--- src/rtl/bcd_calendar_pkg.sv ---
package bcd_calendar_pkg;

  localparam int ADDR_W = 4;
  localparam int NUM_TIME_REGS = 7;

  localparam logic [ADDR_W-1:0] ADDR_CTRL = 4'h0;
  localparam logic [ADDR_W-1:0] ADDR_SEC  = 4'h2;
  localparam logic [ADDR_W-1:0] ADDR_MIN  = 4'h3;
  localparam logic [ADDR_W-1:0] ADDR_HR   = 4'h4;
  localparam logic [ADDR_W-1:0] ADDR_DOM  = 4'h5;
  localparam logic [ADDR_W-1:0] ADDR_WDAY = 4'h6;
  localparam logic [ADDR_W-1:0] ADDR_MON  = 4'h7;
  localparam logic [ADDR_W-1:0] ADDR_YR   = 4'h8;

  localparam int STOP_BIT   = 5;
  localparam int MODE12_BIT = 2;
  localparam int CORR_BIT   = 1;
  localparam logic [7:0] SOFT_RESET_KEY = 8'h58;

  typedef struct packed {
    logic       oscFlag;
    logic [6:0] sec;
    logic [6:0] min;
    logic [5:0] hr;
    logic [5:0] dom;
    logic [2:0] wday;
    logic [4:0] mon;
    logic [7:0] yr;
  } calTime_t;

  localparam calTime_t CAL_RESET = '{oscFlag: 1'b1, sec: 7'h00, min: 7'h00,
                                     hr: 6'h00, dom: 6'h01, wday: 3'd0,
                                     mon: 5'h01, yr: 8'h00};

  typedef struct packed {
    logic                     advance;
    logic                     clear;
    logic                     mode12;
    logic [NUM_TIME_REGS-1:0] timeWr;
    logic [7:0]               wrData;
  } calStrobe_t;

  function automatic logic [7:0] bcdInc8(input logic [7:0] v);
    logic [7:0] r;
    if (v[3:0] >= 4'd9) r = {v[7:4] + 4'd1, 4'd0};
    else r = v + 8'd1;
    return r;
  endfunction

  function automatic logic isLeapYear(input logic [7:0] yr);
    logic [3:0] ones;
    ones = yr[3:0];
    if (yr[4]) return (ones == 4'd2) || (ones == 4'd6);
    return (ones == 4'd0) || (ones == 4'd4) || (ones == 4'd8);
  endfunction

  function automatic logic [5:0] lastDayOf(input logic [4:0] mon, input logic [7:0] yr);
    logic [5:0] d;
    case (mon)
      5'h02: d = isLeapYear(yr) ? 6'h29 : 6'h28;
      5'h04, 5'h06, 5'h09, 5'h11: d = 6'h30;
      default: d = 6'h31;
    endcase
    return d;
  endfunction

endpackage

--- src/rtl/bcd_calendar_ctrl.sv ---
module bcd_calendar_ctrl
  import bcd_calendar_pkg::*;
#(
  parameter int SUB_PER_SEC = 4
) (
  input  logic              clk,
  input  logic              rstN,
  input  logic              subTick,
  input  logic [ADDR_W-1:0] busAddr,
  input  logic              busWr,
  input  logic [7:0]        busWrData,
  output calStrobe_t        strobe,
  output logic [7:0]        ctrlReg
);

  localparam int PW = (SUB_PER_SEC > 1) ? $clog2(SUB_PER_SEC) : 1;
  localparam logic [PW-1:0] PRESC_LAST = PW'(SUB_PER_SEC - 1);

  logic stopBit, mode12, corrIe;
  logic [PW-1:0] presc;
  logic ctrlWr, softHit;
  logic [NUM_TIME_REGS-1:0] timeWrVec;

  assign ctrlWr  = busWr && (busAddr == ADDR_CTRL);
  assign softHit = ctrlWr && ((busWrData & SOFT_RESET_KEY) == SOFT_RESET_KEY);

  always_ff @(posedge clk or negedge rstN) begin
    if (!rstN) begin
      stopBit <= 1'b0;
      mode12  <= 1'b0;
      corrIe  <= 1'b0;
    end else if (softHit) begin
      stopBit <= 1'b0;
      mode12  <= 1'b0;
      corrIe  <= 1'b0;
    end else if (ctrlWr) begin
      stopBit <= busWrData[STOP_BIT];
      mode12  <= busWrData[MODE12_BIT];
      corrIe  <= busWrData[CORR_BIT];
    end
  end

  always_ff @(posedge clk or negedge rstN) begin
    if (!rstN) presc <= '0;
    else if (softHit || stopBit) presc <= '0;
    else if (subTick) presc <= (presc == PRESC_LAST) ? '0 : presc + 1'b1;
  end

  for (genvar i = 0; i < NUM_TIME_REGS; i++) begin : g_wrDecode
    assign timeWrVec[i] = busWr && (busAddr == ADDR_W'(ADDR_SEC + i));
  end

  always_comb begin
    strobe.advance = subTick && !stopBit && (presc == PRESC_LAST);
    strobe.clear   = softHit;
    strobe.mode12  = mode12;
    strobe.timeWr  = timeWrVec;
    strobe.wrData  = busWrData;
  end

  always_comb begin
    ctrlReg = 8'h00;
    ctrlReg[STOP_BIT]   = stopBit;
    ctrlReg[MODE12_BIT] = mode12;
    ctrlReg[CORR_BIT]   = corrIe;
  end

endmodule

--- src/rtl/bcd_calendar_datapath.sv ---
module bcd_calendar_datapath
  import bcd_calendar_pkg::*;
(
  input  logic       clk,
  input  logic       rstN,
  input  logic       oscLost,
  input  calStrobe_t strobe,
  output calTime_t   timeNow
);

  calTime_t cur, nxt;
  logic cMin, cHr, cDay, cMon, cYr, dayFromHr;
  logic [7:0] secInc, minInc, hr24Inc, hr12Inc, domInc, monInc, yrInc;
  logic [5:0] hrNext;

  assign timeNow = cur;

  always_comb begin
    secInc  = bcdInc8({1'b0, cur.sec});
    minInc  = bcdInc8({1'b0, cur.min});
    hr24Inc = bcdInc8({2'b0, cur.hr});
    hr12Inc = bcdInc8({3'b0, cur.hr[4:0]});
    domInc  = bcdInc8({2'b0, cur.dom});
    monInc  = bcdInc8({3'b0, cur.mon});
    yrInc   = bcdInc8(cur.yr);

    // hour step and whether it crosses midnight
    if (strobe.mode12) begin
      if (cur.hr[4:0] == 5'h12) begin
        hrNext    = {cur.hr[5], 5'h01};
        dayFromHr = 1'b0;
      end else if (cur.hr[4:0] == 5'h11) begin
        hrNext    = {~cur.hr[5], 5'h12};
        dayFromHr = cur.hr[5];
      end else begin
        hrNext    = {cur.hr[5], hr12Inc[4:0]};
        dayFromHr = 1'b0;
      end
    end else if (cur.hr == 6'h23) begin
      hrNext    = 6'h00;
      dayFromHr = 1'b1;
    end else begin
      hrNext    = hr24Inc[5:0];
      dayFromHr = 1'b0;
    end

    cMin = strobe.advance && (cur.sec == 7'h59);
    cHr  = cMin && (cur.min == 7'h59);
    cDay = cHr && dayFromHr;
    cMon = cDay && (cur.dom == lastDayOf(cur.mon, cur.yr));
    cYr  = cMon && (cur.mon == 5'h12);

    nxt = cur;
    if (strobe.advance) nxt.sec = cMin ? 7'h00 : secInc[6:0];
    if (cMin) nxt.min = cHr ? 7'h00 : minInc[6:0];
    if (cHr) nxt.hr = hrNext;
    if (cDay) begin
      nxt.wday = (cur.wday == 3'd6) ? 3'd0 : cur.wday + 3'd1;
      nxt.dom  = cMon ? 6'h01 : domInc[5:0];
    end
    if (cMon) nxt.mon = cYr ? 5'h01 : monInc[4:0];
    if (cYr) nxt.yr = (cur.yr == 8'h99) ? 8'h00 : yrInc;

    // bus writes override the count for the written field
    if (strobe.timeWr[0]) begin
      nxt.sec     = strobe.wrData[6:0];
      nxt.oscFlag = cur.oscFlag & strobe.wrData[7];
    end
    if (strobe.timeWr[1]) nxt.min  = strobe.wrData[6:0];
    if (strobe.timeWr[2]) nxt.hr   = strobe.wrData[5:0];
    if (strobe.timeWr[3]) nxt.dom  = strobe.wrData[5:0];
    if (strobe.timeWr[4]) nxt.wday = strobe.wrData[2:0];
    if (strobe.timeWr[5]) nxt.mon  = strobe.wrData[4:0];
    if (strobe.timeWr[6]) nxt.yr   = strobe.wrData;

    if (oscLost) nxt.oscFlag = 1'b1;
  end

  always_ff @(posedge clk or negedge rstN) begin
    if (!rstN) cur <= CAL_RESET;
    else if (strobe.clear) cur <= CAL_RESET;
    else cur <= nxt;
  end

endmodule

--- src/rtl/bcd_calendar.sv ---
module bcd_calendar
  import bcd_calendar_pkg::*;
#(
  parameter int SUB_PER_SEC = 4
) (
  input  logic              clk,
  input  logic              rstN,
  input  logic              subTick,
  input  logic              oscLost,
  input  logic [ADDR_W-1:0] busAddr,
  input  logic              busWr,
  input  logic [7:0]        busWrData,
  output logic [7:0]        busRdData
);

  calStrobe_t strobe;
  calTime_t   timeNow;
  logic [7:0] ctrlReg;

  bcd_calendar_ctrl #(.SUB_PER_SEC(SUB_PER_SEC)) ctrl_i (
    .clk(clk), .rstN(rstN), .subTick(subTick), .busAddr(busAddr),
    .busWr(busWr), .busWrData(busWrData), .strobe(strobe), .ctrlReg(ctrlReg)
  );

  bcd_calendar_datapath dp_i (
    .clk(clk), .rstN(rstN), .oscLost(oscLost), .strobe(strobe), .timeNow(timeNow)
  );

  always_comb begin
    case (busAddr)
      ADDR_CTRL: busRdData = ctrlReg;
      ADDR_SEC:  busRdData = {timeNow.oscFlag, timeNow.sec};
      ADDR_MIN:  busRdData = {1'b0, timeNow.min};
      ADDR_HR:   busRdData = {2'b0, timeNow.hr};
      ADDR_DOM:  busRdData = {2'b0, timeNow.dom};
      ADDR_WDAY: busRdData = {5'b0, timeNow.wday};
      ADDR_MON:  busRdData = {3'b0, timeNow.mon};
      ADDR_YR:   busRdData = timeNow.yr;
      default:   busRdData = 8'h00;
    endcase
  end

endmodule

--- config.mk ---
export PLATFORM = sky130hd
export DESIGN_NAME = bcd_calendar
export DESIGN_NICKNAME = d
export VERILOG_FILES = /design/src/rtl/bcd_calendar_pkg.sv /design/src/rtl/bcd_calendar_ctrl.sv /design/src/rtl/bcd_calendar_datapath.sv /design/src/rtl/bcd_calendar.sv
export SDC_FILE = /design/constraint.sdc
export NUM_CORES = 1
export LEC_CHECK = 0
export BUFFER_PORTS_ARGS = -buffer_cell sky130_fd_sc_hd__buf_4
export CAP_MARGIN = 20
export CELL_PAD_IN_SITES_DETAIL_PLACEMENT = 0
export CELL_PAD_IN_SITES_GLOBAL_PLACEMENT = 1
export CORE_MARGIN = 5
export CORE_UTILIZATION = 39
export CTS_BUF_LIST = sky130_fd_sc_hd__clkbuf_2 sky130_fd_sc_hd__clkbuf_4 sky130_fd_sc_hd__clkbuf_8
export DETAILED_ROUTE_END_ITERATION = 10
export PLACE_DENSITY_LB_ADDON = 0.1
export SLEW_MARGIN = 20
export SYNTH_ARGS = -nofsm -noshare
export SYNTH_HDL_FRONTEND = slang
export SYNTH_SLANG_ARGS = --single-unit
export TNS_END_PERCENT = 20
--- constraint.sdc ---
create_clock -name clk -period 3 [get_ports clk]
set_input_delay 0 -clock clk [delete_from_list [all_inputs] [get_ports clk]]
set_output_delay 0 -clock clk [all_outputs]
set_load 0.05 [all_outputs]
Word-level counts from Yosys, hierarchy flattened. Cells that the tools add are included.

$add $sub $neg: 16. Magnitude comparators: 6. Equal/unequal tests: 29. Multiplexer cells: 53. Bitwise logic cells: 2. Reductions and logical operators: 35.

Operator list (count): $pmux 8 s8 (1); $mux 6 (10); $mux 7 (7); $mux 43 (1); $mux 8 (5); $mux 5 (5); $eq 4x3->1 const B (6); $ge 4x4->1 const B (6); $reduce_bool 3->1 (8); $eq 5x5->1 const B (4); $mux 1 (17); $logic_and 1x1->1 (16); $add 7x1->7 const B (2); $eq 7x7->1 const B (2); $add 6x1->6 const B (2); $eq 4x2->1 const B (3); $pmux 6 s2 (1); $add 5x1->5 const B (2); $eq 5x3->1 const B (2); $add 3x1->3 const B (3); $mux 9 (1); $add 8x1->8 const B (1); $eq 4x4->1 const B (2); $eq 8x8->1 const B (1); 21 further kinds (33).

Register bits: 48. Bits of input ports: 17. Output and inout port bits: 8.

Logic depth before layout (Yosys ltp).
Depth after elaboration: 14. Gate-level depth with buffers: 9.

Cells and area by module. A second synthesis with hierarchy kept.

Cell total of the unflattened synthesis: 533. Area total of the unflattened synthesis: 4440.5 sq um.

By module, submodules not included: bcd_calendar_datapath (times used 1, cells an instance 396, area an instance 3350.7 sq um, seq. area each 1079.8 sq um); bcd_calendar (times used 1, cells an instance 80, area an instance 604.3 sq um, seq. area each 0.0 sq um); bcd_calendar_ctrl (times used 1, cells an instance 57, area an instance 485.5 sq um, seq. area each 125.1 sq um).

Least setup slack after synthesis. Ideal clock, no wire load.

Kind: register to register. Start: register dp_i.cur, in the netlist dp_i.timeNow[22]. End: register dp_i.cur, in the netlist dp_i.timeNow[12]. Data arrival time: 2.295 ns. Required time: 2.918 ns. Slack: 0.623 ns. Cell stages (with the launch flop): 10. Period minus slack after synthesis: 2.377 ns. Cell sequence: dfrtp_1 inv_1 ha_1 nand2b_1 o41ai_2 and4bb_2 buf_4 o211ai_4 or4_1 a31oi_1.

Word-level cells in the longest chain between the ends: 11. Elaborated cells on any way between the ends: 15.

RTL lines: start, declared (line bcd_calendar_datapath.sv:11) `calTime_t cur, nxt;`; start signal, assigned (line bcd_calendar_datapath.sv:82) `else cur <= nxt;`; $eq 5x5->1 (line bcd_calendar_datapath.sv:32) `end else if (cur.hr[4:0] == 5'h11) begin`; $mux 1 (line bcd_calendar_datapath.sv:32); $mux 1 (line bcd_calendar_datapath.sv:29) `if (cur.hr[4:0] == 5'h12) begin`; $mux 1 * (line bcd_calendar_datapath.sv:28) `if (strobe.mode12) begin`; $logic_and 1x1->1 * (line bcd_calendar_datapath.sv:49) `cDay = cHr && dayFromHr;`; $logic_and 1x1->1 * (line bcd_calendar_datapath.sv:50) `cMon = cDay && (cur.dom == lastDayOf(cur.mon, cur.yr));`; $logic_and 1x1->1 (line bcd_calendar_datapath.sv:51) `cYr = cMon && (cur.mon == 5'h12);`; $mux 5 (2 in series) (line bcd_calendar_datapath.sv:61) `if (cMon) nxt.mon = cYr ? 5'h01 : monInc[4:0];`; $mux 5 (line bcd_calendar_datapath.sv:73) `if (strobe.timeWr[5]) nxt.mon = strobe.wrData[4:0];`; $mux 43 (line bcd_calendar_datapath.sv:81) `else if (strobe.clear) cur <= CAL_RESET;`.

Mark *: on every way between the ends. The rest lies on a longest branch, timed or not. The select of a mux whose other input is x is not followed. A chain may end at the register's enable or synchronous reset.

Worst setup path after layout.
Start: register dp_i.cur, in the netlist dp_i.timeNow[8]. End: register dp_i.cur, in the netlist dp_i.timeNow[3].

Word-level cells in the longest chain between the ends: 7. Elaborated cells on any way between the ends: 12.

RTL lines: $eq 5x3->1, or another cell as far along (line bcd_calendar_pkg.sv:59) `case (mon)`; $reduce_or 4->1 (line bcd_calendar_pkg.sv:59); $pmux 6 s2 (line bcd_calendar_pkg.sv:59); $eq 6x6->1 (line bcd_calendar_datapath.sv:50); $logic_and 1x1->1 (line bcd_calendar_datapath.sv:50); $logic_and 1x1->1 * (line bcd_calendar_datapath.sv:51); $reduce_bool 3->1 (no source line) *.

Mark *: on every way between the ends. The rest lies on a longest branch, timed or not.

==> flow_metrics.py <==
metrics = {
    "place": {
        "io_buffers": 24,
        "hpwl_um": 9200,
        "post_dp_cell_area_um2": 4380,
        "place.gp.congestion": 0.841,
    },
    "yosys": {
        "syn_area_um2": 4070,
        "seq_area_frac_synth": 0.296,
        "synth_cell_types": 75,
        "synth_fp_nets": 532,
        "ys_warn_count": 0,
        "yosys_register_bits": 48,
        "synth_edf_count": 0,
        "postSynthAreaPerCell_um2": 8.39,
        "synth_cells": 485,
        "async_reset_ff_frac": 1.00,
        "ys.flop_type": "dfrtp_1",
    },
    "floorplanning": {
        "start_util": 0.398,
        "io_pins": 25,
        "core_um2": 10200,
        "design.die.area_um2": 12600,
        "die-width_um": 112,
        "die_h_um": 112,
        "rows": 37,
    },
    "worst_setup_path": {
        "critical_path_class": "reg2reg",
        "crit_path_end_kind": "flip-flop",
        "slowest_delay_ns": 0.39,
        "cp-start-kind": "flip-flop",
        "crit_arrival_ns": 2.85,
        "slowest_stage": "dfstp_2",
        "crit_chain": "inv_1 > ha_1 > nor4b_2 > o311ai_2 > and4_1 > o2111ai_2 > nand2_2 > mux2_2",
        "required_ns": 3.20,
        "cp_max_fo": 8,
    },
    "final_layout": {
        "num-nets-final": 553,
        "postLayoutCellArea_um2": 4530,
        "diodes": 0,
        "fillCellCount": 1054,
        "area_growth_pct": 11.3,
        "drive_gt1_frac": 0.138,
    },
    "drt": {
        "vias_per_cell": 5.93,
        "drc_errors": 0,
        "via_count": 3812,
        "wirelength_um": 12700,
        "drt_iter0_markers": 225,
        "first_pass_iters": 5,
        "wl_per_cell_um": 19.8,
        "ant_nets": 0,
    },
    "global_routing": {
        "first_global_vias": 3653,
        "track_usage": 0.200,
        "gr-total-overflow": 0,
        "grt_pass1_wl_um": 20200,
        "grt_max_degree": 49,
        "antenna_found_initial": 0,
    },
    "cts": {
        "clk_pin_slew_worst_paths_ns": 0.10,
        "h-tree-depth": 2,
        "cts_tree": "yes",
        "clkSinkCount": 48,
        "cts_root_buf": "clkbuf_8",
        "postCtsResizedCells": 0,
        "post_cts_buffers": 0,
        "numCtsBuffers": 5,
        "insertion_delay_ns": 0.31,
        "clock_path_buffers": 2,
    },
    "sta": {
        "drv_slew": 0,
        "tightestPinTransition_ns": 0.685,
        "fmax_mhz": 377,
        "setup_violations": 0,
        "rsz0062_at_grt": "false",
        "relSlewSlack": 0.539,
        "hold_viol": 0,
        "period_needed_ns": 2.65,
        "setup_tns_ns": 0,
        "skew_ns": 0.0125,
        "min_period_over_period": 0.885,
    },
    "power_and_ir_drop": {
        "power_leakage_uw": 0.00195,
        "ir_worst_vdd_v": 0.000262,
        "power_density_nw_per_um2": 609,
    },
    "run_status": {
        "status": "completed",
    },
    "run": {
        "maxCapViolCount": 0,
    },
    "worst_hold_path": {
        "hp-class": "in2reg",
    },
}
[per-stage QoR]
| stage | worst slack [ns] | hold slack [ns] | instances | power (µW) | utilization |
|---|---|---|---|---|---|
| after floorplan | 0.623 | -0.296 | 485 | 1960 | - |
| after global placement | 0.512 | 0.0846 | 630 | 2300 | 0.428 |
| after detailed placement | 0.392 | 0.0873 | 630 | 2320 | 0.428 |
| after CTS | 0.369 | 0.00159 | 643 | 2770 | 0.443 |
| after global routing | 0.175 | 0.0211 | 643 | 2980 | 0.443 |
| final | 0.345 | 0.00245 | 643 | 2760 | 0.443 |
[logic make-up after synthesis]
group,Yosys count,share of synthesized area
AO/OA/AOI/OAI,150,0.260
AND/OR/NAND/NOR,179,0.229
XOR/XNOR,6,0.0129
flip-flops,48,0.296
buffers and inverters,52,0.0523
multiplexers,20,0.0572
adder cells (fa/ha/maj),30,0.0922
[where the power goes]
part	total, µW	internal, µW	switching, µW
logic	1140	522	618
registers	1180	834	347
clock network	438	197	240
[layout make-up]
type / count / area [µm²] / area share
Clock inverter: 1 / 7.51 / 0.00166
Tap cell: 136 / 170 / 0.0376
Sequential cell: 48 / 1200 / 0.266
Multi-Input combinational cell: 385 / 2660 / 0.586
Timing Repair Buffer: 38 / 298 / 0.0657
Inverter: 28 / 105 / 0.0232
Clock buffer: 7 / 90.1 / 0.0199
[flip-flops by register name, indices dropped and copies added (netlist names)]
signal and count:
ctrl_i.mode12 1, dp_i.timeNow 43, ctrl_i.corrIe 1, ctrl_i.presc 2, ctrl_i.stopBit 1
[cell usage in the layout, fill, tap and decap left out, types with 4 or more instances in the layout]
master	count
ha_1	30
mux2i_1	12
and2_1	6
dlygate4sd3_1	5
buf_4	33
a21oi_1	34
a22oi_1	8
nor2_1	39
o21ai_0	31
clkbuf_8	6
a31oi_1	5
nand2_1	48
nor3_1	19
inv_1	26
dfrtp_1	45
a32oi_1	4
nor3b_1	5
o22ai_1	4
mux2_2	6
nor2b_1	4
xor2_1	4
nand4_1	4
a21o_1	5
o211ai_1	4
nand3_1	17
and3_1	4
o211a_1	5
a211oi_1	15
[synthesized netlist by cell type (6+ instances only)]
| cell type | instances | area [µm²] |
|---|---|---|
| nand2_1 | 48 | 180 |
| nor2_1 | 40 | 150 |
| dfrtp_1 | 45 | 1130 |
| mux2_2 | 6 | 67.6 |
| and2_1 | 6 | 37.5 |
| mux2i_1 | 12 | 120 |
| nor3_1 | 19 | 95.1 |
| clkbuf_1 | 18 | 67.6 |
| a22oi_1 | 8 | 60.1 |
| a211oi_1 | 15 | 113 |
| nand3_1 | 17 | 85.1 |
| o21ai_0 | 31 | 155 |
| ha_1 | 30 | 375 |
| inv_1 | 26 | 97.6 |
| a21oi_1 | 34 | 170 |
[per-layer routing]
layer / up-vias / track usage / routed length [µm]
met5: - / 0 / 0
li1: 1847 / - / -
met3: 10 / 0.0275 / 524
met1: 1868 / 0.288 / 6100
met2: 87 / 0.325 / 6000
met4: 0 / 0.0353 / 117
[repair_timing]
action                     in CTS  in global routing
hold endpoints to repair       48                  0
hold buffers                    5                  0
setup endpoints to repair       0                  0
[worst max-delay path: cells and delay by family, from the launching register on]
family	cells	cell delay, ns
and+or+nand+nor	3	0.90
muxes	1	0.33
DFF	1	0.39
adders and majority gates	1	0.23
AOI/OAI and AO/OA	2	0.56
buffers and inverters	1	0.14
[path summary, 6_finish.rpt]
| path | startpoint | to | slack [ns] | depth (start not counted) |
|---|---|---|---|---|
| max in group asynchronous | rstN | dp_i.timeNow[1]$_DFFE_PN0P_ | 2.29 | 2 |
| max reg2reg | dp_i.timeNow[8]$_DFFE_PN1P_ | dp_i.timeNow[3]$_DFFE_PN0P_ | 0.35 | 8 |
| max | dp_i.timeNow[8]$_DFFE_PN1P_ | dp_i.timeNow[3]$_DFFE_PN0P_ | 0.35 | 8 |
| min | busWrData[7] | dp_i.timeNow[7]$_DFFE_PN0P_ | 0.002 | 4 |
| min reg2reg | ctrl_i.corrIe$_DFFE_PN0P_ | ctrl_i.corrIe$_DFFE_PN0P_ | 0.53 | 2 |
| min in group asynchronous | rstN | dp_i.timeNow[15]$_DFFE_PN0P_ | 0.26 | 2 |
Note: power is estimated with default switching activity, not from simulation.
